`src/rtl/evt_timer_pkg.sv`:
```
package evt_timer_pkg;
  typedef enum logic [1:0] {
    MODE_TIMER = 2'b00,
    MODE_EVENT = 2'b01,
    MODE_CAPT  = 2'b10,
    MODE_HOLD  = 2'b11
  } tmr_mode_e;

  localparam logic [1:0] ADDR_CTRL = 2'd0;
  localparam logic [1:0] ADDR_CNT  = 2'd1;
  localparam logic [1:0] ADDR_PRE  = 2'd2;

  localparam int CTRL_W = 7;
endpackage

```
`src/rtl/evt_pin_sync.sv`:
```
module evt_pin_sync #(
  parameter int STAGES = 2
) (
  input  logic clk,
  input  logic rst_n,
  input  logic pin,
  output logic rise,
  output logic fall
);
  logic [STAGES-1:0] sync_q, sync_d;
  logic              prev_q;

  always_comb begin
    sync_d = {sync_q[STAGES-2:0], pin};
  end

  always_ff @(posedge clk or negedge rst_n) begin
    if (!rst_n) begin
      sync_q <= '0;
      prev_q <= 1'b0;
    end else begin
      sync_q <= sync_d;
      prev_q <= sync_q[STAGES-1];
    end
  end

  assign rise = sync_q[STAGES-1] & ~prev_q;
  assign fall = ~sync_q[STAGES-1] & prev_q;

  assert_edges_exclusive_R6: assert property (@(posedge clk) disable iff (!rst_n)
    $onehot0({rise, fall}));
endmodule

```
`src/rtl/evt_prescaler.sv`:
```
module evt_prescaler #(
  parameter int SEL_W = 3
) (
  input  logic             clk,
  input  logic             rst_n,
  input  logic             en,
  input  logic [SEL_W-1:0] sel,
  output logic             tick
);
  localparam int DIV_W = (1 << SEL_W) - 1;
  localparam logic [DIV_W-1:0] ONES = '1;

  logic [DIV_W-1:0] div_q, div_d, mask;

  always_comb begin
    mask  = ~(ONES << sel);
    tick  = en && ((div_q & mask) == mask);
    div_d = en ? div_q + 1'b1 : '0;
  end

  always_ff @(posedge clk or negedge rst_n) begin
    if (!rst_n) div_q <= '0;
    else        div_q <= div_d;
  end

  assert_tick_spacing_R3: assert property (@(posedge clk) disable iff (!rst_n)
    (tick && en && $past(en) && sel != '0 && $stable(sel)) |-> !$past(tick));
  assert_idle_cleared_R3: assert property (@(posedge clk) disable iff (!rst_n)
    !en |=> !tick || (sel == '0));
endmodule

```
`src/rtl/evt_count_core.sv`:
```
module evt_count_core
  import evt_timer_pkg::*;
#(
  parameter int WIDTH = 8
) (
  input  logic             clk,
  input  logic             rst_n,
  input  logic             cnt_wr,
  input  logic [WIDTH-1:0] wr_data,
  input  logic             run,
  input  tmr_mode_e        mode,
  input  logic             tick,
  input  logic             ev_rise,
  input  logic             ev_fall,
  input  logic             irq_en,
  output logic [WIDTH-1:0] cnt,
  output logic [WIDTH-1:0] preload,
  output logic             cap_act,
  output logic             cap_end,
  output logic             ovf,
  output logic             irq
);
  logic [WIDTH-1:0] cnt_q, cnt_d, pre_q, pre_d;
  logic             act_q, act_d, ovf_q, ovf_d, irq_q, irq_d;
  logic             inc, full, in_capt;

  always_comb begin
    in_capt = run && (mode == MODE_CAPT);
    full    = (cnt_q == '1);
    unique case (mode)
      MODE_TIMER: inc = run && tick;
      MODE_EVENT: inc = run && ev_rise;
      MODE_CAPT:  inc = run && act_q && tick;
      default:    inc = 1'b0;
    endcase
    cap_end = in_capt && act_q && ev_fall;
    if (!in_capt)               act_d = 1'b0;
    else if (!act_q && ev_rise) act_d = 1'b1;
    else if (cap_end)           act_d = 1'b0;
    else                        act_d = act_q;
    pre_d = cnt_wr ? wr_data : pre_q;
    if (cnt_wr && !run) cnt_d = wr_data;
    else if (inc)       cnt_d = full ? pre_q : cnt_q + 1'b1;
    else                cnt_d = cnt_q;
    ovf_d = inc && full;
    irq_d = inc && full && irq_en;
  end

  always_ff @(posedge clk or negedge rst_n) begin
    if (!rst_n) begin
      cnt_q <= '0;
      pre_q <= '0;
      act_q <= 1'b0;
      ovf_q <= 1'b0;
      irq_q <= 1'b0;
    end else begin
      cnt_q <= cnt_d;
      pre_q <= pre_d;
      act_q <= act_d;
      ovf_q <= ovf_d;
      irq_q <= irq_d;
    end
  end

  assign cnt     = cnt_q;
  assign preload = pre_q;
  assign cap_act = act_q;
  assign ovf     = ovf_q;
  assign irq     = irq_q;

  assert_reload_on_ovf_R4: assert property (@(posedge clk) disable iff (!rst_n)
    ovf |-> cnt == $past(pre_q));
  assert_irq_needs_ovf_R5: assert property (@(posedge clk) disable iff (!rst_n)
    irq |-> ovf);
  assert_frozen_when_stopped_R8: assert property (@(posedge clk) disable iff (!rst_n)
    (!run && !cnt_wr) |=> $stable(cnt));
  assert_hold_mode_R10: assert property (@(posedge clk) disable iff (!rst_n)
    (mode == MODE_HOLD && !cnt_wr) |=> $stable(cnt));
endmodule

```
`src/rtl/evt_timer.sv`:
```
module evt_timer
  import evt_timer_pkg::*;
#(
  parameter int WIDTH       = 8,
  parameter int PSC_W       = 3,
  parameter int SYNC_STAGES = 2
) (
  input  logic             clk,
  input  logic             rst_n,
  input  logic             wr_en,
  input  logic [1:0]       wr_addr,
  input  logic [WIDTH-1:0] wr_data,
  input  logic [1:0]       rd_addr,
  output logic [WIDTH-1:0] rd_data,
  input  logic             ext_pin,
  output logic             ovf_o,
  output logic             irq_o
);
  logic [1:0]       rst_pipe;
  logic             rst_ni;
  logic [PSC_W-1:0] psc_q, psc_d;
  tmr_mode_e        mode_q, mode_d;
  logic             run_q, run_d, ie_q, ie_d;
  logic             ctrl_wr, cnt_wr, psc_en, tick;
  logic             ev_rise, ev_fall, cap_act, cap_end;
  logic [WIDTH-1:0] cnt, preload;
  logic [CTRL_W-1:0] ctrl_vec;
  logic             unused_wr_hi;

  always_ff @(posedge clk or negedge rst_n) begin
    if (!rst_n) rst_pipe <= 2'b00;
    else        rst_pipe <= {rst_pipe[0], 1'b1};
  end
  assign rst_ni = rst_pipe[1];

  assign ctrl_wr      = wr_en && (wr_addr == ADDR_CTRL);
  assign cnt_wr       = wr_en && (wr_addr == ADDR_CNT);
  assign unused_wr_hi = ^wr_data[WIDTH-1:CTRL_W];

  always_comb begin
    psc_d  = psc_q;
    mode_d = mode_q;
    run_d  = run_q;
    ie_d   = ie_q;
    if (ctrl_wr) begin
      psc_d  = wr_data[PSC_W-1:0];
      mode_d = tmr_mode_e'(wr_data[4:3]);
      run_d  = wr_data[5];
      ie_d   = wr_data[6];
    end else if (cap_end) begin
      run_d  = 1'b0;
    end
  end

  always_ff @(posedge clk or negedge rst_ni) begin
    if (!rst_ni) begin
      psc_q  <= '0;
      mode_q <= MODE_TIMER;
      run_q  <= 1'b0;
      ie_q   <= 1'b0;
    end else begin
      psc_q  <= psc_d;
      mode_q <= mode_d;
      run_q  <= run_d;
      ie_q   <= ie_d;
    end
  end

  assign psc_en = run_q && ((mode_q == MODE_TIMER) || ((mode_q == MODE_CAPT) && cap_act));

  evt_pin_sync #(.STAGES(SYNC_STAGES)) u_sync (
    .clk(clk), .rst_n(rst_ni), .pin(ext_pin), .rise(ev_rise), .fall(ev_fall)
  );

  evt_prescaler #(.SEL_W(PSC_W)) u_psc (
    .clk(clk), .rst_n(rst_ni), .en(psc_en), .sel(psc_q), .tick(tick)
  );

  evt_count_core #(.WIDTH(WIDTH)) u_core (
    .clk(clk), .rst_n(rst_ni), .cnt_wr(cnt_wr), .wr_data(wr_data),
    .run(run_q), .mode(mode_q), .tick(tick), .ev_rise(ev_rise), .ev_fall(ev_fall),
    .irq_en(ie_q), .cnt(cnt), .preload(preload), .cap_act(cap_act),
    .cap_end(cap_end), .ovf(ovf_o), .irq(irq_o)
  );

  assign ctrl_vec = {ie_q, run_q, mode_q, psc_q};

  always_comb begin
    unique case (rd_addr)
      ADDR_CTRL: rd_data = WIDTH'(ctrl_vec);
      ADDR_CNT:  rd_data = cnt;
      ADDR_PRE:  rd_data = preload;
      default:   rd_data = '0;
    endcase
  end

  assert_capture_disarms_R8: assert property (@(posedge clk) disable iff (!rst_ni)
    (cap_end && !ctrl_wr) |=> !run_q);
  assert_reset_quiet_R1: assert property (@(posedge clk)
    !rst_ni |-> (!ovf_o && !irq_o));
endmodule

```
`config.mk`:
```
export PLATFORM = sky130hd
export DESIGN_NAME = evt_timer
export DESIGN_NICKNAME = d
export VERILOG_FILES = /design/src/rtl/evt_timer_pkg.sv /design/src/rtl/evt_pin_sync.sv /design/src/rtl/evt_prescaler.sv /design/src/rtl/evt_count_core.sv /design/src/rtl/evt_timer.sv
export SDC_FILE = /design/constraint.sdc
export NUM_CORES = 1
export LEC_CHECK = 0
export ABC_CLOCK_PERIOD_IN_PS = 1300
export BUFFER_PORTS_ARGS = -buffer_cell sky130_fd_sc_hd__buf_4
export CAP_MARGIN = 0
export CORE_UTILIZATION = 57
export CTS_CLUSTER_DIAMETER = 120
export CTS_CLUSTER_SIZE = 8
export DETAILED_ROUTE_END_ITERATION = 7
export PLACE_DENSITY_LB_ADDON = 0.12
export RECOVER_POWER = 50
export SLEW_MARGIN = 20
export SYNTH_ARGS = -nofsm -noshare
export SYNTH_HDL_FRONTEND = slang
export SYNTH_SLANG_ARGS = --single-unit
```
`constraint.sdc`:
```
create_clock -name clk -period 1.3 [get_ports clk]
set_input_delay 0.195 -clock clk [delete_from_list [all_inputs] [get_ports clk]]
set_output_delay 0.195 -clock clk [all_outputs]
set_load 0.005 [all_outputs]
```
# Yosys cells after proc, flatten, opt, wreduce, memory -nomap -nowiden
# Index checks and enable logic that the tools add are counted.
# op_classes
add_sub_neg	2
n_mul	0
div	0
n_lt_le_gt_ge	0
n_eq_ne	8
n_shift	1
muxes	10
bitwise	6
n_reduce_logical	24
# ops
operator	count
8-bit two-way mux	3
8-bit case mux with 3 select lines	1
1-bit logical AND	16
8-bit by 1-bit adder with 8-bit output, second input constant	1
8-bit equality test, second input constant	1
7-bit by 1-bit adder with 7-bit output, second input constant	1
7-bit bitwise AND	1
7-bit equality test	1
7-bit two-way mux	1
7-bit NOT	1
7-bit by 3-bit left shift with 7-bit output, first input constant	1
2-bit by 1-bit equality test with 1-bit output, second input constant	3
2-bit logical NOT	3
2-bit equality test, second input constant	2
1-bit two-way mux	4
2-bit nonzero test	2
3-bit != test, second input constant	1
1-bit case mux with 3 select lines	1
1-bit bitwise AND	2
1-bit logical NOT	2
1-bit NOT	2
1-bit logical OR	1
# word_totals
regBits	38
latchBits	0
ramBits	0
mem_bits_ro	0
out_inout_bits	10
word_cells	64
memories	0

# Logic depth before layout (Yosys ltp)
# Gate-level depths: netlist of run 1.
# depth
word_depth	9
ltp_mapped	7
depth_no_buf	6

# Cells and area by module
# Synthesis of run 1 repeated with hierarchy kept, for this count alone.
# unflattened
cells_unflattened	179
area_unflattened_um2	1985.7
# modules_own_cells
mod	n_inst	cells_per_inst	area_each_um2
evt_count_core	1	96	1016.0
evt_timer	1	42	521.8
evt_prescaler	1	36	357.8
evt_pin_sync	1	5	90.1

# Least setup slack after synthesis of run 1
# No wires, ideal clock.
# synth_path
kind	register to register
from	register mode_q[0]
to	register u_core.cnt_q[0], in the netlist u_core.cnt[0]
setup_time_ns	0.126
arrival_ns	1.483
t_required_ns	1.174
path_slack_ns	-0.309
path_stages_with_launch	7
period_less_slack_ns	1.609
cell_sequence	dfrtp_1 > nand3b_2 > a211oi_2 > a22o_2 > buf_6 > nor2_2 > a221o_1
# synth_via
elab_chain_cells	8
word_cells_on_any_way	11
cone_classes	eq/ne (2); mux (1); reduce/logical (8)
# synth_rtl
element	line_no	rtl
start, declared	evt_timer.sv:22	tmr_mode_e mode_q, mode_d;
start signal, assigned	evt_timer.sv:63	mode_q <= mode_d;
2-bit equality test	evt_count_core.sv:30, evt_timer.sv:69	
1-bit logical AND	evt_timer.sv:69	assign psc_en = run_q && ((mode_q == MODE_TIMER) || ((mode_q == MODE_CAPT) && cap_act));
1-bit logical OR	evt_timer.sv:69	
1-bit logical AND	evt_timer.sv:69	
1-bit logical AND	evt_prescaler.sv:17	tick = en && ((div_q & mask) == mask);
1-bit logical AND, on equally long branches	evt_count_core.sv:33, evt_count_core.sv:31	
1-bit case mux with 3 select lines (*)	evt_count_core.sv:30	unique case (mode)
2-bit nonzero test (no line) (*)	-	
end signal, assigned	evt_count_core.sv:57	cnt_q <= cnt_d;
end, declared	evt_count_core.sv:23	logic [WIDTH-1:0] cnt_q, cnt_d, pre_q, pre_d;
# Every way passes the cells marked *; elsewhere a longest branch is shown, timed or not.
# A chain may end at the register's enable or synchronous reset.

# Worst setup path after layout of run 1
# layout_path
from	register psc_q[0]
to	register u_core.cnt_q[7], in the netlist u_core.cnt[7]
# layout_via
elab_chain_cells	8
word_cells_on_any_way	9
cone_classes	eq/ne (1); shift (1); mux (1); bitwise (2); reduce/logical (4)
# layout_rtl
element	line_no	rtl
start, declared	evt_timer.sv:21	logic [PSC_W-1:0] psc_q, psc_d;
start signal, assigned	evt_timer.sv:62	psc_q <= psc_d;
7-bit by 3-bit left shift with 7-bit output (*)	evt_prescaler.sv:16	mask = ~(ONES << sel);
7-bit NOT (*)	evt_prescaler.sv:16	
7-bit bitwise AND	evt_prescaler.sv:17	
7-bit equality test (*)	evt_prescaler.sv:17	
1-bit logical AND (*)	evt_prescaler.sv:17	
1-bit logical AND, on equally long branches	evt_count_core.sv:33, evt_count_core.sv:31	
1-bit case mux with 3 select lines (*)	evt_count_core.sv:30	
2-bit nonzero test (no line) (*)	-	
# Marks and branches as above.

==> key figures, run 1 <==
Outcome
  • Status: complete, but fails checks
  • Failing checks: setup timing

Clocking
  • H-tree depth: 2
  • # clock sinks: 38
  • Number of CTS-inserted buffers: 5
  • CTS clk-pin slew, worst paths: 0.12 ns
  • Root buffer cell: clkbuf_4
  • CTS tree: done
  • Clock Tree Buf Depth: 2
  • Worst-Skew Late Latency: 0.36 ns

Global routing
  • Global Route Usage Sum: 0.391
  • Initial antenna violation count: 0
  • Global route total overflow: 0
  • Largest net degree at the start of global routing: 37
  • Vias in the first global route: 1,946
  • First-pass GRT wire length: 9.83 mm

Worst setup path
  • Worst EP required: 1.55 ns
  • Crit Path Class: reg2reg
  • Crit path launch type: flip-flop
  • Worst EP arrival: 2.15 ns
  • CP Max Fanout: 6
  • CP endpoint kind: flip-flop

Finish
  • Nets@finish: 281
  • Commonest non-fill, non-tap cell in the layout: buf_4
  • Area Overhead vs Synth: 46.2%
  • Antenna cell count: 0
  • Layout cells sized above 1: 0.508
  • Final core utilization: 0.905
  • Most frequent cells in the layout: buf_4, dfrtp_1, nand2_1
  • Final Cell Area: 2850 µm²

STA
  • Crit share post-route: 1.46
  • Slew HR: 0.388
  • Final worst slack: -0.599 ns
  • Clk_skew: 0.0224 ns
  • Worst Tran Pin Value: 0.919 ns
  • Final TNS setup: -5.99 ns
  • Hold Fails Final Rpt: 0
  • RSZ-0062 raised after global routing: true
  • Clock period minus worst slack: 1.90 ns
  • Count of final setup violators: 19
  • Final-report max-slew violation count: 0
  • Top achievable clock speed: 527 MHz

Place
  • Port Buf Inserts: 25
  • Routability cong.: 0.877
  • DP Area: 2540 µm²
  • Pre-CTS setup slack: -0.314 ns
  • Dpl hpwl: 3.45 mm

Floorplanning
  • Die ar.: 3660 µm²
  • Die width: 60.5 µm
  • IO Pins: 26
  • Rows: 20
  • Starting density of the core: 0.619
  • DIE HEIGHT: 60.5 µm
  • Core Area: 3150 µm²

Synth
  • Synth Flop Type: dfrtp_1
  • Number of synthesized flops with an enable pin: 0
  • Cells after Synth: 179
  • Seq/Total Area, Yosys: 0.487
  • Asr flop ratio synth: 1.00
  • #FFs+latches synth: 38
  • Count of warnings emitted by yosys: 0
  • Syn_area_per_cell: 10.9 µm²
  • Combinational family with the most area after synthesis: simple AND/OR/NAND/NOR gates
  • Mapped cell area: 1950 µm²
  • Simple-gate share of the synthesized area: 0.174
  • Post-Synthesis Net Count: 197
  • XOR/XNOR share of the synthesized area: 0.0314
  • Mux contribution to synthesized area: 0.139
  • Post-Synth Adder-Cell Area: 0.0179
  • Area fraction in compound gates after synthesis: 0.125
  • Synth unique cells: 47

Pwr
  • Pint: 2.72 mW
  • Combinational share of power: 0.416
  • Pwr/cell area: 1460 nW/µm²
  • Net switching power figure: 1.45 mW
  • Leakage: 1.35 nW
  • Clock power share: 0.199
  • Pwr Total: 4.17 mW
  • Seq pwr share: 0.385
  • Peak supply drop: 1240 µV
  • Sw Ratio: 0.348

Routing
  • Via count of the routed design: 1,975
  • Vias per cell: 6.41
  • WL final: 7.26 mm
  • Drt wl/cell: 23.6 µm
  • Pre-antenna DRT Iters: 7
  • Antenna viol nets, final: 0
  • Initial DRC Count: 236
  • # DRC: 0

Run
  • Maxcap violations: 0

Min path
  • Worst Hold Class: in2reg
[what timing repair did]
action | 4_1_cts | 5_1_grt
endpoints found under the hold margin | 3 | 0
endpoints found under the setup margin | 18 | 19
setup buffers | 9 | 4
hold buffers | 2 | 0
pin swaps | 6 | 10
gates resized for setup | 29 | 15
[flip-flops by register name, indices dropped and copies added, names as in the netlist, 2 cells and up]
name / cells
u_psc.div_q: 7
psc_q: 3
u_sync.sync_q: 2
u_core.cnt: 8
mode_q: 2
u_core.preload: 8
rst_pipe: 2
[worst max-delay path, stage by stage, from the launching register on]
cell,delay (ns)
dfrtp_2,0.48
nor2_2,0.18
nor2_1,0.09
a211oi_4,0.25
a22o_4,0.22
buf_6,0.15
a41oi_1,0.19
o21ai_1,0.24
[layer usage]
| metal | track usage | part of all wire | vias up |
|---|---|---|---|
| met1 | 0.454 | 0.37 | 975 |
| met2 | 0.634 | 0.49 | 151 |
| met5 | 0 | 0 | - |
| met3 | 0.139 | 0.083 | 41 |
| met4 | 0.214 | 0.051 | 0 |
| li1 | - | - | 808 |
[through the flow]
step / instances / hold slack, ns
after global routing: 308 / 0.0704
final: 308 / 0.0919
after floorplan: 179 / -0.101
after global placement: 286 / -0.0232
after detailed placement: 286 / -0.0213
after CTS: 304 / 0.0433
[cells in the mapped netlist (2+ instances only)]
cell	n	area, µm²
a211oi_2	3	37.5
a21boi_0	2	15.0
a21oi_1	3	15.0
a221o_1	2	20.0
a311oi_1	2	17.5
and2_2	2	15.0
and3_1	4	25.0
clkbuf_1	4	15.0
dfrtp_1	38	951
ha_1	2	25.0
inv_1	4	15.0
mux2_2	13	146
mux2i_1	11	110
nand2_1	17	63.8
nand2b_1	2	12.5
nand3_1	6	30.0
nor2_1	14	52.6
nor2b_1	2	12.5
nor3_1	2	10.0
o21ai_0	14	70.1
xnor2_1	2	17.5
xor2_1	5	43.8
[cell families (layout without fill, tap and decap cells)]
logic type               after synthesis  in the layout
multiplexers                          25             25
adder cells (fa/ha/maj)                3              3
buffers and inverters                 10             95
other                                  1              1
AND/OR/NAND/NOR                       61             61
flip-flops                            38             38
AO/OA/AOI/OAI                         34             34
XOR/XNOR                               7              7
[worst paths after layout]
path / from / end / slack, ns / cells after the start
worst max-delay path: psc_q[0] / u_core.cnt[7] / -0.60 / 7
worst min-delay path: wr_data[7] / u_core.preload[7] / 0.09 / 2
worst max register to register: psc_q[0] / u_core.cnt[7] / -0.60 / 7
worst min register to register: u_sync.sync_q[0] / u_sync.sync_q[1] / 0.36 / 0
max in group asynchronous: rst_pipe[1] / psc_q[0] / 0.13 / 1
min in group asynchronous: rst_n / rst_pipe[1] / 0.16 / 2
[layout make-up]
type / count / area (µm²)
Clock buffer: 5 / 37.5
Clock inverter: 3 / 40.0
Fill cell: 130 / 299
Inverter: 4 / 15.0
Multi-Input combinational cell: 131 / 1080
Sequential cell: 38 / 953
Tap cell: 44 / 55.1
Timing Repair Buffer: 83 / 671
[power by group through the flow]
stage               combinational (mW)  sequential (mW)  clock (mW)
finish                            1.73             1.61       0.828
global route                      1.83             1.62       0.881
CTS                               1.51             1.57       0.833
detailed placement                1.29             1.58           0
global placement                  1.25             1.57           0
floorplan                        0.636             1.63           0
Power figures use the tool's default switching activity.
==> run 2: changes to the inputs <==
==> constraint.sdc (replaced) <==
create_clock -name clk -period 1.3 [get_ports clk]
set_input_delay 0.195 -clock clk [delete_from_list [all_inputs] [get_ports clk]]
set_output_delay 0.195 -clock clk [all_outputs]
set_load 0.05 [all_outputs]
==> key figures, run 2 <==
Synth
  • Syn_area_per_cell: 10.9 µm²
  • Synth unique cells: 47
  • Synth Flop Type: dfrtp_1
  • Number of synthesized flops with an enable pin: 0
  • Cells after Synth: 179
  • Synth top area cells: dfrtp_1, mux2_2, mux2i_1, o21ai_0, nand2_1
  • Leading area contributor after synthesis: dfrtp_1
  • Seq/Total Area, Yosys: 0.487
  • Mapped cell area: 1950 µm²
  • Post-Synthesis Net Count: 197
  • Top cells by count, synth: dfrtp_1, nand2_1, nor2_1, o21ai_0, mux2_2
  • Count of warnings emitted by yosys: 0
  • Asr flop ratio synth: 1.00
  • Yosys top cell area share: 0.487
  • Count leader, synth: dfrtp_1
  • #FFs+latches synth: 38

Floorplanning
  • Starting density of the core: 0.619
  • DIE HEIGHT: 60.5 µm
  • IO Pins: 26
  • Rows: 20
  • Die width: 60.5 µm

STA
  • Worst endpoint after global-route timing repair: u_core.cnt[2]$_DFFE_PN0P_/D
  • Worst EP kind: register input

Place
  • Dpl cells: 282
  • Port Buf Inserts: 25
  • Dpl hpwl: 3.70 mm
  • Routability cong.: 0.889
  • DP Area: 2600 µm²

Clocking
  • Root buffer cell: clkbuf_4
  • Number of CTS-inserted buffers: 5
  • H-tree depth: 2
  • # clock sinks: 38
  • Clock Tree Buf Depth: 2

Outcome
  • Log Error: [ERROR GRT-0232] Routing congestion too high. Check the congestion heatmap in the GUI.
  • Fail Step: global routing
  • Status: did not finish

Global routing
  • Largest net degree at the start of global routing: 37
  • Global route total overflow: 66
  • Global Route Usage Sum: 0.725
-- run 2: cell counts after synthesis --
No cell type changed its count.
-- run 2: cells by family after synthesis --
family                   after synthesis  share of synthesized area
flip-flops                            38                      0.487
buffers and inverters                 10                     0.0237
adder cells (fa/ha/maj)                3                     0.0179
multiplexers                          25                      0.139
other                                  1                    0.00192
XOR/XNOR                               7                     0.0314
AO/OA/AOI/OAI                         34                      0.125
AND/OR/NAND/NOR                       61                      0.174
-- run 2: metal layers --
metal / global-route usage / GRT overflow
met1: 0.704 / 1
met2: 0.939 / 32
met3: 0.467 / 0
met4: 0.890 / 33
met5: 0 / 0
-- run 2: timing repair --
item                       CTS
hold endpoints to repair     3
gates resized for setup     40
buffers inserted            13
setup endpoints to repair   18
hold buffers                 2
pin swaps                   10
-- run 2: per-stage QoR --
stage / setup slack, ns / TNS, ns
4_1_cts: -0.305 / -3.94
3_5_place_dp: -0.379 / -2.69
3_3_place_gp: -0.317 / -2.26
2_1_floorplan: -0.239 / -1.57
==> run 3: changes to the inputs <==
Settings changed: CORE_UTILIZATION 57 to 40, CTS_CLUSTER_DIAMETER 120 to default, CTS_CLUSTER_SIZE 8 to default, PLACE_DENSITY_LB_ADDON 0.12 to 0.15.
==> key figures, run 3 (synthesized netlist as in run 1, its figures left out) <==
Routing
  • Drt wl/cell: 15.9 µm
  • Pre-antenna DRT Iters: 5
  • Max Used Layer: met4
  • Via count of the routed design: 1,707
  • DR WL met3: 197 µm
  • Met1 wire length: 2.16 mm
  • # DRC: 0
  • Antenna viol nets, final: 0
  • WL final: 5.27 mm
  • Routed wl met2: 2.81 mm
  • Initial DRC Count: 111
  • Vias per cell: 5.14

Global routing
  • Initial antenna violation count: 0
  • Largest net degree at the start of global routing: 37
  • Global route total overflow: 0
  • First-pass GRT wire length: 8.57 mm
  • Vias in the first global route: 1,748
  • Global Route Usage Sum: 0.227

Outcome
  • Failing checks: setup timing
  • Status: complete, but fails checks

Place
  • Dpl hpwl: 3.68 mm
  • Pre-CTS setup slack: -0.398 ns
  • Port Buf Inserts: 25
  • Routability cong.: 0.801

Worst setup path
  • CP endpoint kind: flip-flop
  • Reg2reg setup slack: -0.33 ns
  • Worst Setup EP: u_core.cnt[0]
  • CP Max Fanout: 6
  • Worst EP arrival: 1.82 ns
  • Crit Path Class: reg2reg
  • Worst EP required: 1.48 ns
  • R2R depth: 7
  • Crit path launch type: flip-flop
  • Endpoint of the worst register-to-register path: u_core.cnt[0]
  • Reg-to-reg startpoint: u_psc.div_q[6]
  • Worst Setup SP: u_psc.div_q[6]

Clocking
  • H-tree depth: 2
  • Clock Tree Buf Depth: 2
  • Worst-Skew Late Latency: 0.30 ns
  • Number of CTS-inserted buffers: 5
  • Root buffer cell: clkbuf_8
  • # clock sinks: 38
  • CTS clk-pin slew, worst paths: 0.08 ns
  • CTS tree: done

Finish
  • Layout cells sized above 1: 0.558
  • Fillers: 358
  • Most frequent cells in the layout: buf_4, dfrtp_1, buf_6
  • Commonest non-fill, non-tap cell in the layout: buf_4
  • Nets@finish: 282
  • Area Overhead vs Synth: 60.4%
  • Antenna cell count: 0

STA
  • Final-report max-slew violation count: 0
  • Count of final setup violators: 18
  • Final TNS setup: -3.83 ns
  • Final worst slack: -0.331 ns
  • Clock period minus worst slack: 1.63 ns
  • RSZ-0062 raised after global routing: true
  • WHS: 0.122 ns
  • Slew HR: 0.373
  • Clk_skew: 0.00513 ns
  • Hold Fails Final Rpt: 0
  • Top achievable clock speed: 613 MHz
  • Worst Tran Pin Value: 0.940 ns
  • Crit share post-route: 1.25

Pwr
  • Leakage: 1.42 nW
  • Pwr/cell area: 1460 nW/µm²
  • Peak supply drop: 642 µV

Floorplanning
  • Die width: 71.9 µm
  • Die ar.: 5160 µm²
  • Rows: 25
  • Starting density of the core: 0.413
  • DIE HEIGHT: 71.9 µm
  • Core Area: 4720 µm²
  • IO Pins: 26

Min path
  • Worst Hold Class: in2reg

Run
  • Maxcap violations: 0
run 3: what timing repair did:
action,4_1_cts,5_1_grt
resized for setup,44,12
endpoints found under the hold margin,3,0
buffers inserted,9,3
pin swaps,11,9
hold buffers,2,0
endpoints found under the setup margin,18,18
run 3: critical path, stage by stage, from the launching register on:
cell and delay [ns]:
dfrtp_1 0.38, nand2b_4 0.15, a21boi_4 0.14, o31ai_2 0.09
a22o_4 0.27, buf_6 0.13, o211a_1 0.10, a221o_1 0.27
run 3: worst min path at each step:
stage | slack [ns] | cells after the start | startpoint | endpoint
after floorplan | -0.10 | 0 | rst_n | rst_pipe[0]
after global placement | -0.02 | 1 | rst_n | rst_pipe[0]
after detailed placement | -0.02 | 1 | rst_n | rst_pipe[0]
after CTS | 0.12 | 3 | wr_data[5] | u_core.cnt[5]
after global routing | 0.12 | 3 | wr_data[7] | u_core.cnt[7]
final | 0.12 | 3 | wr_data[5] | u_core.cnt[5]
run 3: final cells by class:
cell class	instances	area, µm²	share of cell area
clock buffers	7	76.3	0.0244
clock inverters	1	30.0	0.00959
inverters	4	15.0	0.00480
multi-input cells	131	1240	0.395
flip-flops and latches	38	956	0.305
well taps	67	83.8	0.0268
repair buffers	84	733	0.234
run 3: stage by stage:
step / power (mW) / std cells / utilization / area [µm²]
after floorplan: 2.53 / 179 / - / 2080
after global placement: 3.14 / 311 / 0.569 / 2690
after detailed placement: 3.19 / 311 / 0.569 / 2690
after CTS: 4.50 / 330 / 0.652 / 3080
after global routing: 4.79 / 332 / 0.663 / 3130
final: 4.56 / 332 / 0.663 / 3130
run 3: power by group:
| group | switching (mW) | total (mW) | leakage, nW | internal [mW] |
|---|---|---|---|---|
| clock network | 0.426 | 1.00 | 0.0524 | 0.574 |
| registers | 0.211 | 1.60 | 0.468 | 1.39 |
| logic | 0.928 | 1.96 | 0.895 | 1.03 |
run 3: routing by layer:
layer	global-route usage	up-vias
li1	-	816
met1	0.261	834
met2	0.409	44
met3	0.0549	13
met4	0.0828	0
met5	0	-
==> run 4: changes to the inputs <==
Settings changed: TNS_END_PERCENT from default to 50.
==> key figures, run 4 (synthesized netlist as in run 1, its figures left out) <==
Outcome
  • Status: complete, but fails checks
  • Failing checks: setup timing

STA
  • WHS: 0.125 ns
  • Final-report max-slew violation count: 0
  • Hold Fails Final Rpt: 0
  • RSZ-0062 raised after global routing: true
  • Clk_skew: 0.00425 ns
  • Clock period minus worst slack: 1.60 ns
  • Final worst slack: -0.301 ns
  • Crit share post-route: 1.23
  • Slew HR: 0.387
  • Worst Tran Pin Value: 0.919 ns
  • Top achievable clock speed: 624 MHz
  • Count of final setup violators: 18

Run
  • Maxcap violations: 0

Floorplanning
  • Core Area: 4720 µm²
  • Die ar.: 5160 µm²
  • DIE HEIGHT: 71.9 µm
  • IO Pins: 26
  • Starting density of the core: 0.413
  • Rows: 25
  • Die width: 71.9 µm

Pwr
  • Sw Ratio: 0.327
  • Pint: 3.03 mW
  • Clock power share: 0.267
  • Net switching power figure: 1.47 mW
  • Leakage: 1.32 nW
  • Seq pwr share: 0.350
  • Pwr/cell area: 1520 nW/µm²
  • Pwr Total: 4.49 mW
  • Peak supply drop: 710 µV
  • Combinational share of power: 0.383

Global routing
  • Global Route Usage Sum: 0.209
  • Initial antenna violation count: 0
  • Global route total overflow: 0
  • Largest net degree at the start of global routing: 37
  • Vias in the first global route: 1,735
  • First-pass GRT wire length: 7.95 mm

Place
  • Port Buf Inserts: 25
  • Dpl hpwl: 3.52 mm
  • Pre-CTS setup slack: -0.371 ns
  • Routability cong.: 0.826

Worst setup path
  • Crit path launch type: flip-flop
  • Crit Path Class: reg2reg
  • Worst EP arrival: 1.78 ns
  • CP Max Fanout: 5
  • Reg2reg setup slack: -0.30 ns
  • CP endpoint kind: flip-flop
  • Worst EP required: 1.48 ns

Clocking
  • Setup bufs post-CTS: 0
  • H-tree depth: 2
  • CTS clk-pin slew, worst paths: 0.08 ns
  • CTS tree: done
  • # clock sinks: 38
  • Clock Tree Buf Depth: 2
  • Number of CTS-inserted buffers: 5
  • Root buffer cell: clkbuf_8
  • Worst-Skew Late Latency: 0.30 ns

Routing
  • Pre-antenna DRT Iters: 4
  • Antenna viol nets, final: 0
  • Initial DRC Count: 121
  • Vias per cell: 5.08
  • # DRC: 0
  • WL final: 4.89 mm
  • Drt wl/cell: 15.3 µm
  • Via count of the routed design: 1,621

Finish
  • Layout cells sized above 1: 0.516
  • Nets@finish: 269
  • Antenna cell count: 0
  • Most frequent cells in the layout: buf_4, dfrtp_1, nand2_1
  • Final core utilization: 0.628
  • Commonest non-fill, non-tap cell in the layout: buf_4
  • Area Overhead vs Synth: 51.9%

Min path
  • Worst Hold Class: in2reg
[run 4: changes by cell type in the layout (fill, tap and decap cells not counted), moves of 2 or more]
cell	before	now
buf_4	56	50
buf_6	21	14
dfrtp_1	34	36
dfrtp_2	4	2
[run 4: area by class of cell]
cell class	instances	area, µm²
Sequential cell	38	953
Clock inverter	3	68.8
Timing Repair Buffer	71	593
Clock buffer	5	68.8
Fill cell	399	1760
Inverter	4	15.0
Tap cell	67	83.8
Multi-Input combinational cell	131	1180
[run 4: worst paths after layout]
| kind | end | startpoint | cells after the start |
|---|---|---|---|
| max | u_core.cnt[2] | psc_q[1] | 5 |
| min | u_core.cnt[5] | wr_data[5] | 3 |
| max reg2reg | u_core.cnt[2] | psc_q[1] | 5 |
| min reg2reg | u_sync.sync_q[1] | u_sync.sync_q[0] | 0 |
| max in group asynchronous | psc_q[0] | rst_pipe[1] | 1 |
| min in group asynchronous | rst_pipe[0] | rst_n | 2 |
[run 4: repair_timing]
item	in CTS	in global routing
pin swaps	8	5
resized for setup	39	4
setup endpoints to repair	18	20
gates cloned	0	0
hold buffers	2	0
hold endpoints to repair	3	0
[run 4: metal layers]
metal	GRT usage	vias to the layer above	share of wire	routed length, µm
li1	-	785	-	-
met1	0.240	795	0.43	2080
met2	0.368	34	0.51	2520
met3	0.0534	7	0.040	198
met4	0.0915	0	0.019	95
met5	0	-	0	0
[run 4: power by group through the flow]
stage | Sequential (mW) | Combinational (mW) | Clock, mW
detailed placement | 1.57 | 1.54 | 0
global placement | 1.56 | 1.52 | 0
global route | 1.60 | 1.84 | 1.29
floorplan | 1.61 | 0.873 | 0
CTS | 1.57 | 1.72 | 1.23
finish | 1.58 | 1.72 | 1.20
[run 4: stage by stage]
stage	cell area [µm²]	TNS [ns]	std cells
after floorplan	2060	-1.92	179
after global placement	2640	-2.52	309
after detailed placement	2640	-2.93	309
after CTS	2960	-3.27	319
after global routing	2970	-4.60	319
final	2970	-3.34	319
[run 4: critical path, stage by stage, from the launching register on]
cell      delay (ns)
dfrtp_2         0.45
a21boi_2        0.17
o31ai_2         0.26
a22o_4          0.20
mux2i_1         0.09
a221o_1         0.31
